===== config.mk =====
export PLATFORM = sky130hd
export DESIGN_NAME = szalu_top
export DESIGN_NICKNAME = d
export VERILOG_FILES = /design/src/rtl/szalu_pkg.sv /design/src/rtl/szalu_sub.sv /design/src/rtl/szalu_logic.sv /design/src/rtl/szalu_flags.sv /design/src/rtl/szalu_top.sv
export SDC_FILE = /design/constraint.sdc
export NUM_CORES = 1
export LEC_CHECK = 0
export BUFFER_PORTS_ARGS = -buffer_cell sky130_fd_sc_hd__buf_2
export CORE_UTILIZATION = 52
export CTS_BUF_LIST = sky130_fd_sc_hd__clkbuf_8
export CTS_CLUSTER_SIZE = 14
export DETAILED_ROUTE_END_ITERATION = 16
export PLACE_DENSITY = 0.74
export SLEW_MARGIN = 20
export SYNTH_ARGS = -nofsm -noshare
export SYNTH_HDL_FRONTEND = slang
export SYNTH_SLANG_ARGS = --single-unit

===== constraint.sdc =====
create_clock -name clk -period 7.82 [get_ports clk]
set_input_delay 0.391 -clock clk [delete_from_list [all_inputs] [get_ports clk]]
set_output_delay 0.391 -clock clk [all_outputs]
set_load 0.01 [all_outputs]

===== src/rtl/szalu_pkg.sv =====
package szalu_pkg;

  typedef enum logic [2:0] {
    OP_AND  = 3'd0,
    OP_OR   = 3'd1,
    OP_XOR  = 3'd2,
    OP_NOT  = 3'd3,
    OP_NEG  = 3'd4,
    OP_CMP  = 3'd5,
    OP_EXTU = 3'd6,
    OP_EXTS = 3'd7
  } alu_op_e;

  typedef enum logic [1:0] {
    SZ_BYTE = 2'd0,
    SZ_WORD = 2'd1,
    SZ_LONG = 2'd2,
    SZ_RSVD = 2'd3
  } alu_size_e;

  typedef struct packed {
    logic n;
    logic z;
    logic v;
    logic c;
  } alu_flags_t;

  localparam int unsigned NUM_LANES = 3;

endpackage


===== src/rtl/szalu_sub.sv =====
module szalu_sub
  import szalu_pkg::*;
#(
  parameter int unsigned LANE0_W = 8,
  localparam int unsigned W = LANE0_W << (NUM_LANES - 1)
) (
  input  logic [W-1:0] minuend,
  input  logic [W-1:0] subtrahend,
  input  logic [1:0]   size,
  output logic [W-1:0] diff,
  output logic         borrow,
  output logic         ovf
);

  logic [W-1:0]         lane_diff [NUM_LANES];
  logic [NUM_LANES-1:0] lane_borrow;
  logic [NUM_LANES-1:0] lane_ovf;

  for (genvar i = 0; i < NUM_LANES; i++) begin : g_lane
    localparam int unsigned LW = LANE0_W << i;
    logic [LW:0] wide;
    assign wide = {1'b0, minuend[LW-1:0]} - {1'b0, subtrahend[LW-1:0]};
    assign lane_borrow[i] = wide[LW];
    assign lane_ovf[i] = (minuend[LW-1] ^ subtrahend[LW-1]) & (wide[LW-1] ^ minuend[LW-1]);
    if (LW < W) begin : g_pad
      assign lane_diff[i] = {{(W-LW){1'b0}}, wide[LW-1:0]};
    end else begin : g_full
      assign lane_diff[i] = wide[LW-1:0];
    end
  end

  always_comb begin
    unique case (size)
      2'd0:    begin diff = lane_diff[0]; borrow = lane_borrow[0]; ovf = lane_ovf[0]; end
      2'd1:    begin diff = lane_diff[1]; borrow = lane_borrow[1]; ovf = lane_ovf[1]; end
      default: begin diff = lane_diff[2]; borrow = lane_borrow[2]; ovf = lane_ovf[2]; end
    endcase
  end

endmodule


===== src/rtl/szalu_logic.sv =====
module szalu_logic
  import szalu_pkg::*;
#(
  parameter int unsigned LANE0_W = 8,
  localparam int unsigned W = LANE0_W << (NUM_LANES - 1),
  localparam int unsigned HW = W / 2,
  localparam int unsigned QW = W / 4
) (
  input  logic [W-1:0] dst,
  input  logic [W-1:0] src,
  input  logic [2:0]   op,
  input  logic [1:0]   size,
  output logic [W-1:0] raw
);

  logic [W-1:0] ext_word;
  logic [W-1:0] ext_long;
  logic         fill_word;
  logic         fill_long;

  always_comb begin
    fill_word = (alu_op_e'(op) == OP_EXTS) ? dst[QW-1] : 1'b0;
    fill_long = (alu_op_e'(op) == OP_EXTS) ? dst[HW-1] : 1'b0;
    ext_word  = {{(W-QW){fill_word}}, dst[QW-1:0]};
    ext_long  = {{HW{fill_long}}, dst[HW-1:0]};
  end

  always_comb begin
    unique case (alu_op_e'(op))
      OP_AND:  raw = dst & src;
      OP_OR:   raw = dst | src;
      OP_XOR:  raw = dst ^ src;
      OP_NOT:  raw = ~dst;
      OP_EXTU,
      OP_EXTS: raw = (size == 2'd1) ? ext_word : ext_long;
      default: raw = dst;
    endcase
  end

endmodule


===== src/rtl/szalu_flags.sv =====
module szalu_flags
  import szalu_pkg::*;
#(
  parameter int unsigned LANE0_W = 8,
  localparam int unsigned W = LANE0_W << (NUM_LANES - 1)
) (
  input  logic [W-1:0] value,
  input  logic [1:0]   size,
  output logic         neg,
  output logic         zero
);

  logic [NUM_LANES-1:0] lane_neg;
  logic [NUM_LANES-1:0] lane_zero;

  for (genvar i = 0; i < NUM_LANES; i++) begin : g_lane
    localparam int unsigned LW = LANE0_W << i;
    assign lane_neg[i]  = value[LW-1];
    assign lane_zero[i] = ~|value[LW-1:0];
  end

  always_comb begin
    unique case (size)
      2'd0:    begin neg = lane_neg[0]; zero = lane_zero[0]; end
      2'd1:    begin neg = lane_neg[1]; zero = lane_zero[1]; end
      default: begin neg = lane_neg[2]; zero = lane_zero[2]; end
    endcase
  end

endmodule


===== src/rtl/szalu_top.sv =====
module szalu_top
  import szalu_pkg::*;
#(
  parameter int unsigned LANE0_W = 8,
  localparam int unsigned W = LANE0_W << (NUM_LANES - 1)
) (
  input  logic         clk,
  input  logic         rst_n,
  input  logic         in_valid,
  output logic         in_ready,
  input  logic [2:0]   in_op,
  input  logic [1:0]   in_size,
  input  logic [W-1:0] in_dst,
  input  logic [W-1:0] in_src,
  input  logic [3:0]   in_flags,
  output logic         out_valid,
  input  logic         out_ready,
  output logic [W-1:0] out_result,
  output logic         out_wen,
  output logic         out_illegal,
  output logic [3:0]   out_flags
);

  alu_op_e      op;
  alu_flags_t   flags_in;
  logic         is_ext;
  logic         is_arith;
  logic         legal;
  logic [W-1:0] size_mask;
  logic [W-1:0] sub_a;
  logic [W-1:0] sub_b;
  logic [W-1:0] sub_diff;
  logic         sub_borrow;
  logic         sub_ovf;
  logic [W-1:0] logic_raw;
  logic [W-1:0] arith_merged;
  logic [W-1:0] logic_merged;
  logic [W-1:0] flag_src;
  logic         f_neg;
  logic         f_zero;
  logic [W-1:0] res_c;
  alu_flags_t   flags_c;
  logic         wen_c;
  logic         accept;

  assign op       = alu_op_e'(in_op);
  assign flags_in = alu_flags_t'(in_flags);
  assign is_ext   = (op == OP_EXTU) || (op == OP_EXTS);
  assign is_arith = (op == OP_NEG) || (op == OP_CMP);
  assign legal    = (alu_size_e'(in_size) != SZ_RSVD) &&
                    !(is_ext && (alu_size_e'(in_size) == SZ_BYTE));

  always_comb begin
    unique case (alu_size_e'(in_size))
      SZ_BYTE: size_mask = {{(W-LANE0_W){1'b0}}, {LANE0_W{1'b1}}};
      SZ_WORD: size_mask = {{(W-2*LANE0_W){1'b0}}, {(2*LANE0_W){1'b1}}};
      default: size_mask = {W{1'b1}};
    endcase
  end

  assign sub_a = (op == OP_NEG) ? '0 : in_dst;
  assign sub_b = (op == OP_NEG) ? in_dst : in_src;

  szalu_sub #(.LANE0_W(LANE0_W)) u_sub (
    .minuend    (sub_a),
    .subtrahend (sub_b),
    .size       (in_size),
    .diff       (sub_diff),
    .borrow     (sub_borrow),
    .ovf        (sub_ovf)
  );

  szalu_logic #(.LANE0_W(LANE0_W)) u_logic (
    .dst  (in_dst),
    .src  (in_src),
    .op   (in_op),
    .size (in_size),
    .raw  (logic_raw)
  );

  assign arith_merged = (sub_diff & size_mask) | (in_dst & ~size_mask);
  assign logic_merged = (logic_raw & size_mask) | (in_dst & ~size_mask);
  assign flag_src     = is_arith ? sub_diff : logic_merged;

  szalu_flags #(.LANE0_W(LANE0_W)) u_flags (
    .value (flag_src),
    .size  (in_size),
    .neg   (f_neg),
    .zero  (f_zero)
  );

  always_comb begin
    res_c   = in_dst;
    flags_c = flags_in;
    wen_c   = 1'b0;
    if (legal) begin
      wen_c     = (op != OP_CMP);
      flags_c.n = f_neg;
      flags_c.z = f_zero;
      if (is_arith) begin
        flags_c.v = sub_ovf;
        flags_c.c = sub_borrow;
        if (op == OP_NEG) res_c = arith_merged;
      end else begin
        flags_c.v = 1'b0;
        res_c     = logic_merged;
      end
    end
  end

  assign in_ready = !out_valid || out_ready;
  assign accept   = in_valid && in_ready;

  always_ff @(posedge clk) begin
    if (!rst_n) begin
      out_valid   <= 1'b0;
      out_result  <= '0;
      out_wen     <= 1'b0;
      out_illegal <= 1'b0;
      out_flags   <= '0;
    end else begin
      if (accept) begin
        out_valid   <= 1'b1;
        out_result  <= res_c;
        out_wen     <= wen_c;
        out_illegal <= !legal;
        out_flags   <= flags_c;
      end else if (out_ready) begin
        out_valid   <= 1'b0;
      end
    end
  end

endmodule


==> results of run 1 <==
through the flow:
stage,area [sq um],hold slack [ps],cells
after floorplan,7210,488,985
after global placement,7720,457,1217
after detailed placement,7720,465,1217
after CTS,7810,337,1225
after global routing,7810,360,1225
final,7810,348,1225
worst max-delay path, delay by kind of cell:
kind / cells / cell delay (ps)
AND/OR/NAND/NOR: 3 / 1330
AO/OA/AOI/OAI: 8 / 2250
buffers and inverters: 2 / 1190
adder cells (fa/ha/maj): 1 / 480
multiplexers: 2 / 330
layout by cell type, fill, tap and decap left out, drive strengths merged, types with 6 or more instances in the layout:
| master | netlist | routed |
|---|---|---|
| dfxtp | 39 | 39 |
| nor4 | 6 | 6 |
| o21ai | 62 | 62 |
| o211ai | 13 | 13 |
| o22ai | 10 | 10 |
| o211a | 8 | 8 |
| xnor2 | 21 | 21 |
| nand3 | 19 | 19 |
| nand4 | 14 | 14 |
| nor2b | 9 | 9 |
| o221ai | 13 | 13 |
| a211oi | 12 | 12 |
| ha | 97 | 97 |
| nand2b | 14 | 14 |
| mux2i | 58 | 58 |
| a21oi | 88 | 88 |
| a31oi | 6 | 6 |
| nor2 | 103 | 103 |
| nand2 | 72 | 72 |
| and2 | 12 | 12 |
| a221oi | 15 | 15 |
| inv | 88 | 89 |
| a22oi | 8 | 8 |
| xor2 | 10 | 10 |
| nor3b | 8 | 8 |
| a2111oi | 6 | 6 |
| a21o | 17 | 17 |
| mux4 | 13 | 13 |
| buf | 31 | 122 |
| and3 | 6 | 6 |
| a21boi | 8 | 8 |
| nor3 | 13 | 13 |
report_power, final:
group	leakage (nW)	switching [W]	internal, W
Clock	0.0453	0.0000801	0.0000612
Combinational	3.37	0.000347	0.000211
Sequential	0.323	0.00000887	0.000216
area by class of cell:
| type | count | area [sq um] |
|---|---|---|
| Multi-Input combinational cell | 791 | 5760 |
| Fill cell | 1272 | 5590 |
| Sequential cell | 39 | 781 |
| Timing Repair Buffer | 122 | 626 |
| Inverter | 89 | 334 |
| Tap cell | 176 | 220 |
| Clock buffer | 5 | 68.8 |
| Clock inverter | 3 | 16.3 |
metal layers:
layer	track usage	up-vias	share of wire
li1	-	3705	-
met1	0.443	3581	0.43
met2	0.524	437	0.44
met3	0.0409	90	0.083
met4	0.145	0	0.047
met5	0	-	0
flip-flops by register name (all words and copies together), names as in the netlist:
register / count
out_result: 32
out_flags: 4
out_illegal: 1
out_valid: 1
out_wen: 1
how the worst min path moves through the flow:
stage / from / endpoint / slack (ps) / depth (start not counted)
global route: in_valid / out_valid / 360 / 3
floorplan: out_result[3] / out_result[3] / 490 / 2
finish: in_valid / out_valid / 350 / 3
global placement: out_result[3] / out_result[3] / 460 / 2
CTS: in_valid / out_valid / 340 / 3
detailed placement: out_result[3] / out_result[3] / 460 / 2
kinds of logic (layout without fill, tap and decap cells):
logic type      after synthesis  after routing  share of synthesized area
xor+xnor                     31             31                     0.0377
buf+inv                     155            219                     0.0934
compound gates              304            304                      0.281
simple gates                287            287                      0.187
mux                          71             71                      0.121
flops                        39             39                      0.108
fa+ha+maj                    98             98                      0.171
==> run summary, run 1 <==
Status: completed
P per Cell Area: 118 mW/mm^2
Synthesized Nets: 1,160
VDD IR max: 0.0968 mV
Clk sink count: 39
Required @ worst endpoint: 8040 ps
Critical path capture point: out_flags[2]
Fin Setup TNS: 0 ps
Top cells by count, synth: nor2_1 (101), ha_1 (97), inv_1 (87)
Num CTS Buffers: 5
Die Area: 0.0143 sq mm
Drt via density: 6.38
First-pass iteration count of the detailed router: 5
Clock root buffer: clkbuf_8
Startpoint type of the worst setup path: primary input
Worst-path clk slew: 80 ps
Pwr Total: 0.000923 W
Number of synthesized flops with an enable pin: 0
Top-count cell post-synth: nor2_1
Critical Path, Cell by Cell: buf_2, nand2b_1, nor2_4, buf_4, mux2i_1, ha_1, nand4_1, a21oi_1, o21ai_0, o31ai_1, a41oi_1, o21ai_0, mux2i_1, a211oi_1, a41oi_1, o41ai_2
Seq cells post-synth: 39
# resized after CTS: 0
Setup crit end kind: register
Worst setup path start: in_op[2]
Synthesized area per cell: 7.32 sq um
Row cnt: 42
Core Area: 0.0134 sq mm
Synth warn: 0
Synth Flop Type: dfxtp_1
HP Class: in -> reg
Area leader, netlist: ha_1
Hold buffers post-CTS: 0
Total wire length: 23,700 microns
Drt initial violations: 920
P&R area growth vs syn: 8.35%
Input/output buffers: 116
GP Congestion: 1.03
RSZ-0062 raised after global routing: false
Dpl hpwl: 18,300 microns
Worst Reg-to-Reg Cells: 8
Util after Layout: 0.583
Setup Fix Bufs, Post-CTS: 0
Place WS: 1870 ps
FF-to-FF End: out_flags[2]
Critical Path AT: 6000 ps
DR WL/cell: 19.3 microns
Total GRT Usage: 0.329
Mapped Cells: 985
CP Max Fanout: 54
Pins over their slew limit: 0
Fin crit period: 5780 ps
Largest net degree at the start of global routing: 66
Die height: 120 microns
Fraction of registers with async set/reset: 0
Number of global-route vias before repair: 7,200
Final setup margin: 2040 ps
Sequential share of the synthesized area: 0.108
Share of layout cells above drive strength 1: 0.149
Ports: 117
Synthesized area: 0.00721 sq mm
First-pass GRT wire length: 37,600 microns
Ranking of synthesized cells by area: ha_1 (17%), dfxtp_1 (11%), mux2i_1 (8.1%)
Nets: 1,223
Via Count: 7,813
Clock Skew: 4.73 ps
Final Hold Vio Count: 0
Rel. slew slack: 0.353
Tcrit/Tclk final: 0.739
Maxcap violations: 0
Antenna-violating nets left: 0
Grt ovf: 0
R2R setup slack: 5580 ps
Die X: 120 microns
CP max stage cell: nand2b_1
ANT cells: 0
Worst-Margin Slew: 970 ps
F_max: 0.173 GHz
Crit path kind: in -> reg
H-tree Lvls: 2
Post-synth top area share: 0.168
Slowest cell delay on critical path: 620 ps
Origin of the critical flop-to-flop path: out_valid
Max Buffers Root-to-Sink: 2
# setup viols final: 0
Initial core utilization: 0.538
TritonCTS clock tree: done
Drt drc: 0
Netlist cell types: 70
Leak: 3.73 nW
Clock Latency Late Sink: 310 ps
Initial antenna violation count: 0
Note: power is estimated with default switching activity, not from simulation.
==> inputs of run 2 (changes only) <==
ABC_AREA = 1   (was default)
PLACE_DENSITY = 0.77   (was 0.74)
clock period = 4.7 ns   (was 7.82 ns; I/O delays follow)
==> run summary, run 2 <==
Status: completed (unchanged)
Crit path kind: in -> reg (unchanged)
Top cells by count, synth: nand2_1 (456), inv_1 (207), nor2_1 (136) (was nor2_1 (101), ha_1 (97), inv_1 (87))
Most common cell after layout, fill and taps aside: nand2_1 (was buf_2)
Largest net degree at the start of global routing: 66 (unchanged)
Synthesized area per cell: 5.46 sq um (was 7.32 sq um)
Post-route cell area: 0.00846 sq mm (was 0.00781 sq mm)
Netlist cell types: 46 (was 70)
Worst-Margin Slew: 1070 ps (was 970 ps)
CP Max Fanout: 65 (was 54)
Worst setup path start: in_op[0] (was in_op[2])
Setup Fix Bufs, Post-CTS: 0 (unchanged)
Leak: 4.75 nW (was 3.73 nW)
Top flop regs: out_result (32), out_flags (4) (unchanged)
Clk sink count: 39 (unchanged)
Top-count cell post-synth: nand2_1 (was nor2_1)
Max Buffers Root-to-Sink: 2 (unchanged)
Drt initial violations: 1,140 (was 920)
Nets: 1,661 (was 1,223)
Synthesized area: 0.00768 sq mm (was 0.00721 sq mm)
F_max: 0.287 GHz
Fin Setup TNS: 0 ps (unchanged)
RSZ-0062 raised after global routing: false (unchanged)
Initial core utilization: 0.530 (was 0.538)
# resized after CTS: 0 (unchanged)
Clock root buffer: clkbuf_8 (unchanged)
Num CTS Buffers: 5 (unchanged)
P&R area growth vs syn: 10.2% (was 8.35%)
Pins over their slew limit: 0 (unchanged)
Place WS: 1060 ps (was 1870 ps)
Ranking of synthesized cells by area: nand2_1 (22%), ha_1 (16%), dfxtp_1 (10%) (was ha_1 (17%), dfxtp_1 (11%), mux2i_1 (8.1%))
Antenna-violating nets left: 0 (unchanged)
Drt via density: 5.80 (was 6.38)
Largest register by flop count: out_result (unchanged)
Hold buffers post-CTS: 0 (unchanged)
Placed cell area: 0.00833 sq mm (was 0.00772 sq mm)
Synth warn: 0 (unchanged)
Number of global-route vias before repair: 8,774 (was 7,200)
Fin crit period: 3490 ps
HP Class: in -> reg (unchanged)
Critical Path AT: 3640 ps (was 6000 ps)
Most frequent cells in the layout: nand2_1 (455), inv_1 (208), nor2_1 (136), buf_2 (116), ha_1 (97) (was buf_2 (116), nor2_1 (100), ha_1 (97), inv_1 (88), a21oi_1 (82))
Filler cells: 1,540 (was 1,272)
Area leader, netlist: nand2_1 (was ha_1)
Core Area: 0.0145 sq mm (was 0.0134 sq mm)
GP Congestion: 1.04 (was 1.03)
Share of layout cells above drive strength 1: 0.110 (was 0.149)
Mapped Cells: 1,406 (was 985)
Clock Latency Late Sink: 300 ps (was 310 ps)
Seq cells post-synth: 39 (unchanged)
Number of synthesized flops with an enable pin: 0 (unchanged)
Sequential share of the synthesized area: 0.102 (was 0.108)
Drt drc: 0 (unchanged)
Max reg flops: 32 (unchanged)
Fraction of registers with async set/reset: 0 (unchanged)
Final Hold Vio Count: 0 (unchanged)
WHS: 214 ps (was 348 ps)
Critical path capture point: out_result[22] (was out_flags[2])
FF-to-FF End: out_result[22] (was out_flags[2])
Row cnt: 44 (was 42)
Worst-path clk slew: 80 ps (about the same)
Via Count: 9,693 (was 7,813)
Worst Reg-to-Reg Cells: 6 (was 8)
Final setup margin: 1210 ps (was 2040 ps)
Maxcap violations: 0 (unchanged)
R2R setup slack: 2150 ps (was 5580 ps)
Input/output buffers: 116 (unchanged)
Synthesized Nets: 1,581 (was 1,160)
Die X: 124 microns (was 120 microns)
Startpoint type of the worst setup path: primary input (unchanged)
TritonCTS clock tree: done (unchanged)
Post-synth top area share: 0.223 (was 0.168)
Setup crit end kind: register (unchanged)
# setup viols final: 0 (unchanged)
Total GRT Usage: 0.361 (was 0.329)
Clock Skew: 6.75 ps (was 4.73 ps)
Total wire length: 27,500 microns (was 23,700 microns)
P per Cell Area: 196 mW/mm^2 (was 118 mW/mm^2)
Initial antenna violation count: 0 (unchanged)
Tcrit/Tclk final: 0.742
Rel. slew slack: 0.289 (was 0.353)
ANT cells: 0 (unchanged)
H-tree Lvls: 2 (unchanged)
Grt ovf: 0 (unchanged)
Synth Flop Type: dfxtp_1 (unchanged)
DR WL/cell: 16.5 microns (was 19.3 microns)
First-pass GRT wire length: 42,900 microns (was 37,600 microns)
Origin of the critical flop-to-flop path: out_valid (unchanged)
Ports: 117 (unchanged)
Required @ worst endpoint: 4860 ps (was 8040 ps)
VDD IR max: 0.181 mV (was 0.0968 mV)
First-pass iteration count of the detailed router: 6 (was 5)
Die height: 124 microns (was 120 microns)
Dpl hpwl: 21,400 microns (was 18,300 microns)
Die Area: 0.0153 sq mm (was 0.0143 sq mm)
-- run 2: cell types whose count changed after synthesis, sizes merged, moves of 11 or more --
| cell | change |
|---|---|
| nand2 | +388 |
| inv | +131 |
| nand3 | +73 |
| mux2i | -58 |
| nor2 | +38 |
| o21ai | +32 |
| xnor2 | -20 |
| a21o | -16 |
| a221oi | -15 |
| nand2b | -14 |
| mux4 | -13 |
| and2 | -12 |
| nor3 | -11 |
-- run 2: logic make-up after synthesis --
group | count (synthesis) | share of synthesized area
XOR/XNOR | 5 | 0.00570
flip-flops | 39 | 0.102
AND/OR/NAND/NOR | 722 | 0.382
adder cells (fa/ha/maj) | 98 | 0.161
AO/OA/AOI/OAI | 271 | 0.210
buffers and inverters | 271 | 0.140
-- run 2: cell type report --
cell class | count | area [sq um] | share of cell area
Sequential cell | 39 | 781 | 0.0923
Multi-Input combinational cell | 1096 | 5830 | 0.689
Inverter | 221 | 831 | 0.0982
Clock buffer | 5 | 68.8 | 0.00813
Tap cell | 184 | 230 | 0.0272
Timing Repair Buffer | 123 | 658 | 0.0778
Clock inverter | 3 | 63.8 | 0.00754
-- run 2: per-stage QoR --
step | total power, W | instances | utilization
6_report | 0.00165 | 1671 | 0.584
5_1_grt | 0.00178 | 1671 | 0.584
4_1_cts | 0.00163 | 1671 | 0.584
3_5_place_dp | 0.00130 | 1663 | 0.575
3_3_place_gp | 0.00129 | 1663 | 0.575
2_1_floorplan | 0.00101 | 1406 | -
-- run 2: critical path: stages --
cell and delay, ps:
buf_2 170, nor2_2 150, nand2_2 300, buf_12 320
nand2_1 100, o21ai_0 170, ha_1 440, nand2_1 140
nor2_1 200, nand2_1 130, nor2_1 100, nand2_1 80
nand3_1 90, nand2_1 50, nand3_1 130, o22ai_1 110
o221ai_1 550, a21oi_1 130
-- run 2: worst min path at each step --
stage / cells past startpoint / end / start
6_report: 3 / out_illegal / rst_n
4_1_cts: 3 / out_illegal / rst_n
5_1_grt: 3 / out_illegal / rst_n
2_1_floorplan: 2 / out_illegal / rst_n
3_5_place_dp: 2 / out_result[21] / out_result[21]
3_3_place_gp: 2 / out_result[27] / out_result[27]
-- run 2: per-layer routing --
layer,vias up,wire [microns],GRT usage,share of wire
met2,549,12700,0.608,0.46
met3,150,2150,0.0549,0.078
met1,4263,10700,0.419,0.39
met5,-,0,0,0
li1,4731,-,-,-
met4,0,2030,0.248,0.074
-- run 2: report_power, final --
part	total [W]	switching [W]	leakage [nW]	internal, W
Clock	0.000333	0.000123	0.0695	0.000210
Combinational	0.000949	0.000641	4.36	0.000308
Sequential	0.000372	0.0000136	0.321	0.000358
Total	0.00165	0.000778	4.75	0.000876
==> inputs of run 3 (changes only) <==
PLACE_DENSITY = 0.74   (was 0.77)
clock period = 3.62 ns   (was 4.7 ns; I/O delays follow)
==> run summary, run 3 (same netlist as run 2, synthesis figures left out) <==
Clk sink count: 39 (unchanged)
Fin crit period: 3260 ps
Reg power frac: 0.228 (was 0.225)
Most frequent CP cell: nand2_1 (unchanged)
Drt initial violations: 857 (was 1,140)
R2R setup slack: 1520 ps (was 2150 ps)
Row cnt: 44 (unchanged)
P_int: 0.00110 W (was 0.000876 W)
P per Cell Area: 249 mW/mm^2 (was 196 mW/mm^2)
DR WL/cell: 17.2 microns (was 16.5 microns)
Area of the multi-input gates: 0.00583 sq mm (unchanged)
Hold Crit Depth: 3 (unchanged)
First-pass GRT wire length: 44,200 microns (was 42,900 microns)
Crit path kind: in -> reg (unchanged)
Share of layout cells above drive strength 1: 0.118 (was 0.110)
Status: completed (unchanged)
Dpl hpwl: 22,600 microns (was 21,400 microns)
CP max stage cell: o221ai_1 (unchanged)
# resized after CTS: 0 (unchanged)
H-tree Lvls: 2 (unchanged)
Max Buffers Root-to-Sink: 2 (unchanged)
Clock root buffer: clkbuf_8 (unchanged)
Top flop regs: out_result (32), out_flags (4) (unchanged)
Rel. slew slack: 0.316 (was 0.289)
Most common cell after layout, fill and taps aside: nand2_1 (unchanged)
Setup crit end kind: register (unchanged)
Clock Skew: 7.36 ps (was 6.75 ps)
WHS: 156 ps (was 214 ps)
Logic pwr share: 0.590 (was 0.574)
Post-route cell area: 0.00852 sq mm (was 0.00846 sq mm)
FF+latch area: 781 sq um (unchanged)
Tcrit/Tclk final: 0.899
Hold buffers post-CTS: 0 (unchanged)
Worst-path clk slew: 80 ps (about the same)
Drt drc: 0 (unchanged)
Worst-Margin Slew: 1020 ps (was 1070 ps)
Die height: 124 microns (unchanged)
Proportion of power drawn by the clock network: 0.182 (was 0.201)
Die X: 124 microns (unchanged)
Ports: 117 (unchanged)
Largest register by flop count: out_result (unchanged)
Max reg flops: 32 (unchanged)
Nets: 1,674 (was 1,661)
Pins over their slew limit: 0 (unchanged)
Total GRT Usage: 0.377 (was 0.361)
CP Max Fanout: 21 (was 65)
GP Congestion: 1.04 (about the same)
Startpoint type of the worst setup path: primary input (unchanged)
Required @ worst endpoint: 3780 ps (was 4860 ps)
Input/output buffers: 116 (unchanged)
Switching pwr: 0.00103 W (was 0.000778 W)
Die Area: 0.0153 sq mm (unchanged)
Placed cell area: 0.00840 sq mm (was 0.00833 sq mm)
Num CTS Buffers: 5 (unchanged)
Core Area: 0.0145 sq mm (unchanged)
Via Count: 9,621 (was 9,693)
P&R area growth vs syn: 10.9% (was 10.2%)
Maxcap violations: 0 (unchanged)
Switch share: 0.484 (was 0.470)
Place WS: 152 ps (was 1060 ps)
HP Class: in -> reg (unchanged)
Final setup margin: 364 ps (was 1210 ps)
RSZ-0062 raised after global routing: false (unchanged)
Number of global-route vias before repair: 8,691 (was 8,774)
Worst Reg-to-Reg Cells: 6 (unchanged)
# setup viols final: 0 (unchanged)
Drt via density: 5.71 (was 5.80)
Critical Path AT: 3410 ps (was 3640 ps)
Largest net degree at the start of global routing: 48 (was 66)
VDD IR max: 0.197 mV (was 0.181 mV)
Initial antenna violation count: 0 (unchanged)
Clock Latency Late Sink: 300 ps (about the same)
TritonCTS clock tree: done (unchanged)
Initial core utilization: 0.530 (unchanged)
Total wire length: 29,000 microns (was 27,500 microns)
Most frequent cells in the layout: nand2_1 (455), inv_1 (207), nor2_1 (136), buf_2 (116), ha_1 (97) (was nand2_1 (455), inv_1 (208), nor2_1 (136), buf_2 (116), ha_1 (97))
Setup Fix Bufs, Post-CTS: 0 (unchanged)
Slowest cell delay on critical path: 470 ps (was 550 ps)
Final Hold Vio Count: 0 (unchanged)
ANT cells: 0 (unchanged)
F_max: 0.307 GHz
Leak: 4.80 nW (was 4.75 nW)
Fin Setup TNS: 0 ps (unchanged)
Grt ovf: 0 (unchanged)
First-pass iteration count of the detailed router: 6 (unchanged)
Filler cells: 1,593 (was 1,540)
Critical Path, Cell by Cell: buf_2, nor2_2, nand2_2, inv_2, buf_4, nor2_1, ha_1, nand2_1, nor2_1, nand2_1, nor2_1, nand2_1, nand3_1, nand2_1, nand3_1, o22ai_1, o221ai_1, a21oi_1 (was buf_2, nor2_2, nand2_2, buf_12, nand2_1, o21ai_0, ha_1, nand2_1, nor2_1, nand2_1, nor2_1, nand2_1, nand3_1, nand2_1, nand3_1, o22ai_1, o221ai_1, a21oi_1)
Antenna-violating nets left: 0 (unchanged)
run 3: changes by cell type in the layout (fill, tap and decap cells not counted), sizes merged:
| cell | previous run | this run |
|---|---|---|
| clkbuf | 5 | 6 |
| clkinv | 2 | 3 |
| inv | 220 | 219 |
| bufinv | 2 | 1 |
| buf | 123 | 136 |
run 3: final cells by class:
cell class                      count  share of cell area
Clock buffer                        6             0.00969
Inverter                          221              0.0975
Clock inverter                      2             0.00411
Tap cell                          184              0.0270
Sequential cell                    39              0.0917
Multi-Input combinational cell   1096               0.684
Timing Repair Buffer              136              0.0858
run 3: metrics by stage:
stage / utilization / instances / total power [W]
after CTS: 0.588 / 1684 / 0.00210
after global placement: 0.580 / 1676 / 0.00170
after floorplan: - / 1406 / 0.00132
final: 0.588 / 1684 / 0.00212
after global routing: 0.588 / 1684 / 0.00230
after detailed placement: 0.580 / 1676 / 0.00171
run 3: final timing paths:
check | from | end
min | rst_n | out_illegal
max | in_op[0] | out_result[22]
min reg2reg | out_result[5] | out_result[5]
max reg2reg | out_valid | out_result[21]
run 3: layer usage:
layer,part of all wire,vias up,GRT usage
met5,0,-,0
met4,0.066,0,0.235
met3,0.062,124,0.0512
met2,0.47,454,0.642
met1,0.40,4292,0.445
li1,-,4751,-
run 3: critical path, delay by kind of cell:
kind / cells / cell delay (ps)
buf+inv: 3 / 780
fa+ha+maj: 1 / 410
simple gates: 11 / 1330
compound gates: 3 / 690
run 3: power by group through the flow:
stage / Combinational, W / Sequential (W) / Clock [W]
CTS: 0.00123 / 0.000483 / 0.000392
detailed placement: 0.00122 / 0.000492 / 0
floorplan: 0.000809 / 0.000509 / 0
global route: 0.00139 / 0.000488 / 0.000414
finish: 0.00125 / 0.000484 / 0.000387
global placement: 0.00121 / 0.000492 / 0
